[src/rtl/cf_seq_pkg.sv]
// Shared types and helpers for the slot power sequencer.
// Assumes: the cycle conversion is evaluated at elaboration only.
package cf_seq_pkg;

    typedef enum logic [1:0] {
        SEQ_IDLE   = 2'd0,
        SEQ_SETTLE = 2'd1,
        SEQ_PULSE  = 2'd2,
        SEQ_LIVE   = 2'd3
    } seq_state_t;

    // Integer division rounded toward plus infinity (whole cycles).
    function automatic int cyc_ceil(input longint num, input longint den);
        return int'((num + den - 1) / den);
    endfunction

endpackage

[src/rtl/cf_sync2.sv]
// Two-flop synchronizer for slow asynchronous levels.
// Assumes: inputs change far slower than clk; reset value is a parameter so
// each line can come out of reset at its own idle level.
module cf_sync2 #(
    parameter int             W       = 1,
    parameter logic [W-1:0]   RST_VAL = '0
) (
    input  logic         clk,
    input  logic         rst_n,
    input  logic [W-1:0] d,
    output logic [W-1:0] q
);

    logic [W-1:0] meta;

    // Shift the level through two stages.
    always_ff @(posedge clk) begin
        if (!rst_n) begin
            meta <= RST_VAL;
            q    <= RST_VAL;
        end else begin
            meta <= d;
            q    <= meta;
        end
    end

endmodule

[src/rtl/cf_detect_filter.sv]
// Debounce of the synchronized card-detect level plus edge extraction.
// The filtered level follows the input only after it has differed for
// DEB_CYCLES consecutive cycles; any return to the old level restarts the
// count. Produces one-cycle insert (falling) and remove (rising) pulses.
// Assumes: DEB_CYCLES >= 1; reset treats the slot as empty.
module cf_detect_filter #(
    parameter int DEB_CYCLES = 16
) (
    input  logic clk,
    input  logic rst_n,
    input  logic cd_sync_n,
    output logic ins_pulse,
    output logic rem_pulse
);

    localparam int DW = $clog2(DEB_CYCLES + 1);

    logic          level_n;
    logic          level_d_n;
    logic [DW-1:0] run_cnt;

    // Count consecutive mismatches and adopt the new level when the run is long enough.
    always_ff @(posedge clk) begin
        if (!rst_n) begin
            level_n   <= 1'b1;
            level_d_n <= 1'b1;
            run_cnt   <= '0;
        end else begin
            level_d_n <= level_n;
            if (cd_sync_n == level_n) begin
                run_cnt <= '0;
            end else if (run_cnt == DW'(DEB_CYCLES - 1)) begin
                level_n <= cd_sync_n;
                run_cnt <= '0;
            end else begin
                run_cnt <= run_cnt + 1'b1;
            end
        end
    end

    // Edges of the filtered level.
    assign ins_pulse = level_d_n & ~level_n;
    assign rem_pulse = ~level_d_n & level_n;

    AST_DEB_COUNT_BOUND: assert property (@(posedge clk) disable iff (!rst_n)
        run_cnt < DW'(DEB_CYCLES));
    AST_DEB_FLIP_AFTER_RUN: assert property (@(posedge clk) disable iff (!rst_n)
        (level_n != $past(level_n)) |-> ($past(run_cnt) == DW'(DEB_CYCLES - 1)));

endmodule

[src/rtl/cf_power_fsm.sv]
// Slot sequencing state machine with a shared interval timer.
// IDLE -> SETTLE on insert (supply on, reset released), SETTLE -> PULSE after
// SETTLE_CYC cycles, PULSE -> LIVE after PULSE_CYC cycles. Removal returns
// to IDLE from any powered phase. Outputs are registered from the next state
// so they change on the same edge as the state.
// Assumes: SETTLE_CYC >= 1 and PULSE_CYC >= 1.
module cf_power_fsm
    import cf_seq_pkg::*;
#(
    parameter int SETTLE_CYC = 100000,
    parameter int PULSE_CYC  = 1000
) (
    input  logic clk,
    input  logic rst_n,
    input  logic ins_pulse,
    input  logic rem_pulse,
    output logic pwr_q,
    output logic pulse_q,
    output logic live_q
);

    localparam int MAX_CYC = (SETTLE_CYC > PULSE_CYC) ? SETTLE_CYC : PULSE_CYC;
    localparam int TW      = $clog2(MAX_CYC + 1);

    seq_state_t    state, nxt;
    logic [TW-1:0] tmr, tmr_nxt;

    // Next-state and timer decision.
    always_comb begin
        nxt     = state;
        tmr_nxt = tmr;
        unique case (state)
            SEQ_IDLE: begin
                if (ins_pulse) begin
                    nxt     = SEQ_SETTLE;
                    tmr_nxt = '0;
                end
            end
            SEQ_SETTLE: begin
                if (tmr == TW'(SETTLE_CYC - 1)) begin
                    nxt     = SEQ_PULSE;
                    tmr_nxt = '0;
                end else begin
                    tmr_nxt = tmr + 1'b1;
                end
            end
            SEQ_PULSE: begin
                if (tmr == TW'(PULSE_CYC - 1)) begin
                    nxt     = SEQ_LIVE;
                    tmr_nxt = '0;
                end else begin
                    tmr_nxt = tmr + 1'b1;
                end
            end
            default: begin
                nxt = SEQ_LIVE;
            end
        endcase
        if (rem_pulse && (state != SEQ_IDLE)) begin
            nxt     = SEQ_IDLE;
            tmr_nxt = '0;
        end
    end

    // State, timer and registered phase outputs.
    always_ff @(posedge clk) begin
        if (!rst_n) begin
            state   <= SEQ_IDLE;
            tmr     <= '0;
            pwr_q   <= 1'b0;
            pulse_q <= 1'b0;
            live_q  <= 1'b0;
        end else begin
            state   <= nxt;
            tmr     <= tmr_nxt;
            pwr_q   <= (nxt != SEQ_IDLE);
            pulse_q <= (nxt == SEQ_PULSE);
            live_q  <= (nxt == SEQ_LIVE);
        end
    end

    AST_PWR_FROM_INSERT: assert property (@(posedge clk) disable iff (!rst_n)
        $rose(pwr_q) |-> $past(ins_pulse));
    AST_PULSE_AFTER_SETTLE: assert property (@(posedge clk) disable iff (!rst_n)
        (pulse_q && !$past(pulse_q)) |-> ($past(state) == SEQ_SETTLE));
    AST_PULSE_TIMER_BOUND: assert property (@(posedge clk) disable iff (!rst_n)
        pulse_q |-> (tmr < TW'(PULSE_CYC)));
    AST_LIVE_AFTER_PULSE: assert property (@(posedge clk) disable iff (!rst_n)
        $rose(live_q) |-> $past(pulse_q));
    AST_REMOVE_DROPS_PWR: assert property (@(posedge clk) disable iff (!rst_n)
        (rem_pulse && (state != SEQ_IDLE)) |=> !pwr_q);

endmodule

[src/rtl/cf_slot_sequencer.sv]
// Top of the CompactFlash slot power sequencer.
// Synchronizes card detect and ready/busy, debounces detect, runs the
// power/reset sequence and merges the software reset bit into the card
// reset and the ready flag. Intervals are given in time units and turned
// into whole cycles (rounded up) from CLK_KHZ.
// Assumes: soft_rst comes from logic on clk; cf_cd_n and card_rdy are
// asynchronous; rst_n is synchronous to clk.
module cf_slot_sequencer
    import cf_seq_pkg::*;
#(
    parameter int CLK_KHZ    = 100000,
    parameter int SETTLE_US  = 1000,
    parameter int PULSE_NS   = 10000,
    parameter int DEB_CYCLES = 16
) (
    input  logic clk,
    input  logic rst_n,
    input  logic cf_cd_n,
    input  logic soft_rst,
    input  logic card_rdy,
    output logic slot_pwr_en,
    output logic card_rst_n,
    output logic card_irq_ready
);

    localparam int SETTLE_CYC = cyc_ceil(longint'(CLK_KHZ) * longint'(SETTLE_US), 64'd1000);
    localparam int PULSE_CYC  = cyc_ceil(longint'(CLK_KHZ) * longint'(PULSE_NS), 64'd1000000);

    logic cd_s_n;
    logic rdy_s;
    logic ins_pulse;
    logic rem_pulse;
    logic pulse_q;
    logic live_q;
    logic sw_clear_q;

    cf_sync2 #(.W(1), .RST_VAL(1'b1)) u_cd_sync (
        .clk   (clk),
        .rst_n (rst_n),
        .d     (cf_cd_n),
        .q     (cd_s_n)
    );

    cf_sync2 #(.W(1), .RST_VAL(1'b0)) u_rdy_sync (
        .clk   (clk),
        .rst_n (rst_n),
        .d     (card_rdy),
        .q     (rdy_s)
    );

    cf_detect_filter #(.DEB_CYCLES(DEB_CYCLES)) u_filter (
        .clk       (clk),
        .rst_n     (rst_n),
        .cd_sync_n (cd_s_n),
        .ins_pulse (ins_pulse),
        .rem_pulse (rem_pulse)
    );

    cf_power_fsm #(.SETTLE_CYC(SETTLE_CYC), .PULSE_CYC(PULSE_CYC)) u_fsm (
        .clk       (clk),
        .rst_n     (rst_n),
        .ins_pulse (ins_pulse),
        .rem_pulse (rem_pulse),
        .pwr_q     (slot_pwr_en),
        .pulse_q   (pulse_q),
        .live_q    (live_q)
    );

    // Register the software reset request; board reset holds the card in reset.
    always_ff @(posedge clk) begin
        if (!rst_n) begin
            sw_clear_q <= 1'b0;
        end else begin
            sw_clear_q <= ~soft_rst;
        end
    end

    // Merge the sequencer pulse with the software and board reset.
    assign card_rst_n     = sw_clear_q & ~pulse_q;
    // Ready flag only when live, not held by software, and card reports ready.
    assign card_irq_ready = live_q & sw_clear_q & rdy_s;

    AST_SOFT_FORCES_RESET: assert property (@(posedge clk) disable iff (!rst_n)
        soft_rst |=> !card_rst_n);
    AST_READY_NEEDS_POWER: assert property (@(posedge clk) disable iff (!rst_n)
        card_irq_ready |-> slot_pwr_en);
    AST_READY_NEEDS_RELEASE: assert property (@(posedge clk) disable iff (!rst_n)
        card_irq_ready |-> card_rst_n);

endmodule

[config.mk]
export PLATFORM = sky130hd
export DESIGN_NAME = cf_slot_sequencer
export DESIGN_NICKNAME = d
export VERILOG_FILES = /design/src/rtl/cf_seq_pkg.sv /design/src/rtl/cf_sync2.sv /design/src/rtl/cf_detect_filter.sv /design/src/rtl/cf_power_fsm.sv /design/src/rtl/cf_slot_sequencer.sv
export SDC_FILE = /design/constraint.sdc
export NUM_CORES = 1
export LEC_CHECK = 0
export BUFFER_PORTS_ARGS = -buffer_cell sky130_fd_sc_hd__buf_2
export CELL_PAD_IN_SITES_DETAIL_PLACEMENT = 1
export CELL_PAD_IN_SITES_GLOBAL_PLACEMENT = 1
export CORE_MARGIN = 3
export CORE_UTILIZATION = 35
export DETAILED_ROUTE_END_ITERATION = 10
export PLACE_DENSITY_LB_ADDON = 0.1
export SYNTH_ARGS = -nofsm -noshare
export SYNTH_HDL_FRONTEND = slang
export SYNTH_HIERARCHICAL = 1
export SYNTH_SLANG_ARGS = --single-unit
[constraint.sdc]
create_clock -name clk -period 1.9 [get_ports clk]
set_input_delay 0.38 -clock clk [delete_from_list [all_inputs] [get_ports clk]]
set_output_delay 0.38 -clock clk [all_outputs]
set_load 0.03 [all_outputs]
==> results.yml <==
critical_path:
  crit_type: "reg2reg"
  r2r-start: "u_fsm/tmr[11]$_SDFFE_PP0P_"
  cp.required_ns: 2.08
  end_kind: "register"
  startpoint_type: "register"
  worstPathArrival_ns: 2.15
  reg2reg_depth: 6
  slowest_delay_ns: 0.57
  timing.rr.end: "u_fsm/tmr[16]$_SDFFE_PP0P_"
  crit_fanout: 14
  crit_slowest_cell: "or4_4"
  reg2reg_slack_ns: -0.07
  crit_chain: "or4_4 -> nor4_4 -> a21oi_2 -> o311ai_4 -> buf_12 -> nor2_1"
grt:
  grt_pass1_vias: 1365
  grt_use_total: 0.1569
  grt.overflow.total: 0
  antenna_found_initial: 0
  grt_max_degree: 15
  grt_pass1_wl_mm: 6.285
routing:
  vias_per_cell: 5.107
  vias: 1241
  route.detailed.drc: 0
  routed_wl_mm: 3.616
  wl_per_cell_um: 14.88
  first_iter_violations: 71
  postRouteAntennaNets: 0
  dr.pass1.iters: 4
status:
  violations: "negative setup slack"
  status: "finished with violations"
yosys:
  synth_top_area_frac: 0.4423
  synth.yosys.seq_area_share: 0.4423
  synth_top_area_cell: "dfxtp_1"
  synth_fp_nets: 176
  syn_area_mm2: 0.001539
  synthFlopType: "dfxtp_1"
  synthArstFlopShare: 0
  synth_cell_type_count: 40
  yosysWarnings: 6
  synth_edf_count: 0
  synthCells: 164
  synthTopCellsByArea: "dfxtp_1, xor2_1, nor2_1"
  synth_seq_cells: 34
  postSynthAreaPerCell_um2: 9.384
timing:
  finalCritPeriodShare: 1.039
  max_slew_margin: 0.6714
  timing.final.ws_setup_ns: -0.07383
  fin_skew_ns: 0.008906
  worst_pin_slew_ns: 0.4911
  grt_setup_unrepaired: "yes"
  setup_viol_count_final: 18
  tns_ns: -0.9565
  fmax_ghz: 0.5066
  layout_min_cycle_time_ns: 1.974
  hold_viol_final: 0
  final_max_slew_viol_count: 0
  holdWs_ns: 0.2377
placed_design:
  place.port_buffers: 7
  dp_hpwl_mm: 2.627
  numPlacedInstances: 233
  dp_slack_ns: -0.04771
  gp_congestion: 0.7548
  place_area_mm2: 0.001769
final_layout:
  drive_above_1_share: 0.2539
  most-common-layout-cells: "dfxtp_1, nor2_1, buf_4, xor2_1, nand2_1"
  layout.nets: 204
  antenna_cells: 0
  final_util: 0.4734
  fin_area_mm2: 0.001948
  fin_cells: 243
  final_common_cell: "dfxtp_1"
  area_growth_pct: 26.59
clocking:
  cts.clk_slew.worst_paths_ns: 0.08
  cts.sinks: 34
  clock_latency_ns: 0.29
  cts_tree: "done"
  numCtsBuffers: 5
  htreeDepth: 2
  cts_buffer_depth: 2
  clockRootBuffer: "clkbuf_8"
floorplanning:
  core-area_mm2: 0.004115
  die_h_um: 72.31
  dieArea_mm2: 0.005229
  initial_utilization: 0.3740
  pin_count: 8
  fp.dieW_um: 72.31
  rows: 23
power_and_ir_drop:
  p_total_mw: 1.561
  power_per_cell_area_mw_per_mm2: 801.2
  p_leak_nw: 0.7873
  ir_drop_mv: 0.4903
min_path:
  hp-start: "soft_rst"
  hold_depth: 2
  hold_end: "sw_clear_q$_SDFF_PN0_"
  min_path_type: "in2reg"
flow_run:
  max_cap_viol_count: 0
[Yosys cell counts (all sizes together), types with 2 or more instances]
master	number
or4	2
xor2	14
nand3	8
nand2b	3
nand4	5
nor3	4
nor2b	6
dfxtp	34
and3	5
nor3b	2
a211o	2
nand2	11
nor4	2
xnor2	3
or2	2
a21oi	3
and2	2
ha	7
inv	6
nor2	26
nand4b	2
[state kept, by name, indices dropped and copies added (netlist names)]
register,cells
u_fsm/tmr,17
u_filter/run_cnt,5
u_fsm/state,2
sw_clear_q,1
u_cd_sync/meta,1
u_cd_sync/q,1
u_filter/level_d_n,1
u_filter/level_n,1
u_fsm/live_q,1
u_fsm/pulse_q,1
u_fsm/pwr_q,1
u_rdy_sync/meta,1
u_rdy_sync/q,1
[logic make-up after synthesis]
family / count (synthesis) / share of synthesized area
mux: 1 / 0.006504
buf+inv: 8 / 0.02439
compound gates: 13 / 0.07643
xor+xnor: 17 / 0.09675
flops: 34 / 0.4423
simple gates: 84 / 0.2968
fa+ha+maj: 7 / 0.05691
[repair_timing]
| item | in CTS | in global routing |
|---|---|---|
| setup endpoints to repair | 17 | 22 |
| buffers inserted | 2 | 0 |
| resized for setup | 1 | 7 |
| hold buffers | 0 | 0 |
| pin swaps | 1 | 3 |
[worst max path at each step]
stage | start | to | slack [ns] | cells past startpoint
3_3_place_gp | u_fsm/tmr[3]$_SDFFE_PP0P_ | u_fsm/tmr[10]$_SDFFE_PP0P_ | -0.02 | 6
3_5_place_dp | u_fsm/tmr[3]$_SDFFE_PP0P_ | u_fsm/tmr[16]$_SDFFE_PP0P_ | -0.05 | 6
6_report | u_fsm/tmr[11]$_SDFFE_PP0P_ | u_fsm/tmr[16]$_SDFFE_PP0P_ | -0.07 | 6
4_1_cts | u_fsm/tmr[3]$_SDFFE_PP0P_ | u_fsm/tmr[16]$_SDFFE_PP0P_ | -0.07 | 6
2_1_floorplan | u_fsm/tmr[11]$_SDFFE_PP0P_ | u_fsm/tmr[10]$_SDFFE_PP0P_ | 0.001 | 6
5_1_grt | u_fsm/tmr[11]$_SDFFE_PP0P_ | u_fsm/tmr[1]$_SDFFE_PP0P_ | -0.18 | 5
[routing by layer]
layer | part of all wire | GRT usage | vias to the layer above
met5 | 0 | 0 | -
met4 | 0.013 | 0.06681 | 0
met3 | 0.027 | 0.04294 | 5
met2 | 0.51 | 0.2791 | 13
met1 | 0.45 | 0.1741 | 604
li1 | - | - | 619
[where the power goes]
group | switching (mW) | leakage [nW] | internal (mW)
combinational | 0.0185 | 0.443 | 0.0139
clock | 0.283 | 0.0683 | 0.526
sequential | 0.00230 | 0.276 | 0.718
[cell type report]
cell class	count	area, um2
fill	483	2167
multi-input combinational	122	874.6
sequential	34	683.2
timing repair buffer	23	167.7
clock buffer	5	68.82
clock inverter	3	68.82
tap	50	62.56
inverter	6	22.52
[worst max-delay path, delay by kind of cell (launching register included)]
| kind | cells | cell delay [ns] |
|---|---|---|
| and+or+nand+nor | 3 | 0.91 |
| DFF | 1 | 0.32 |
| AOI/OAI and AO/OA | 2 | 0.45 |
| buffers and inverters | 1 | 0.18 |
(Power assumes the default switching activity.)
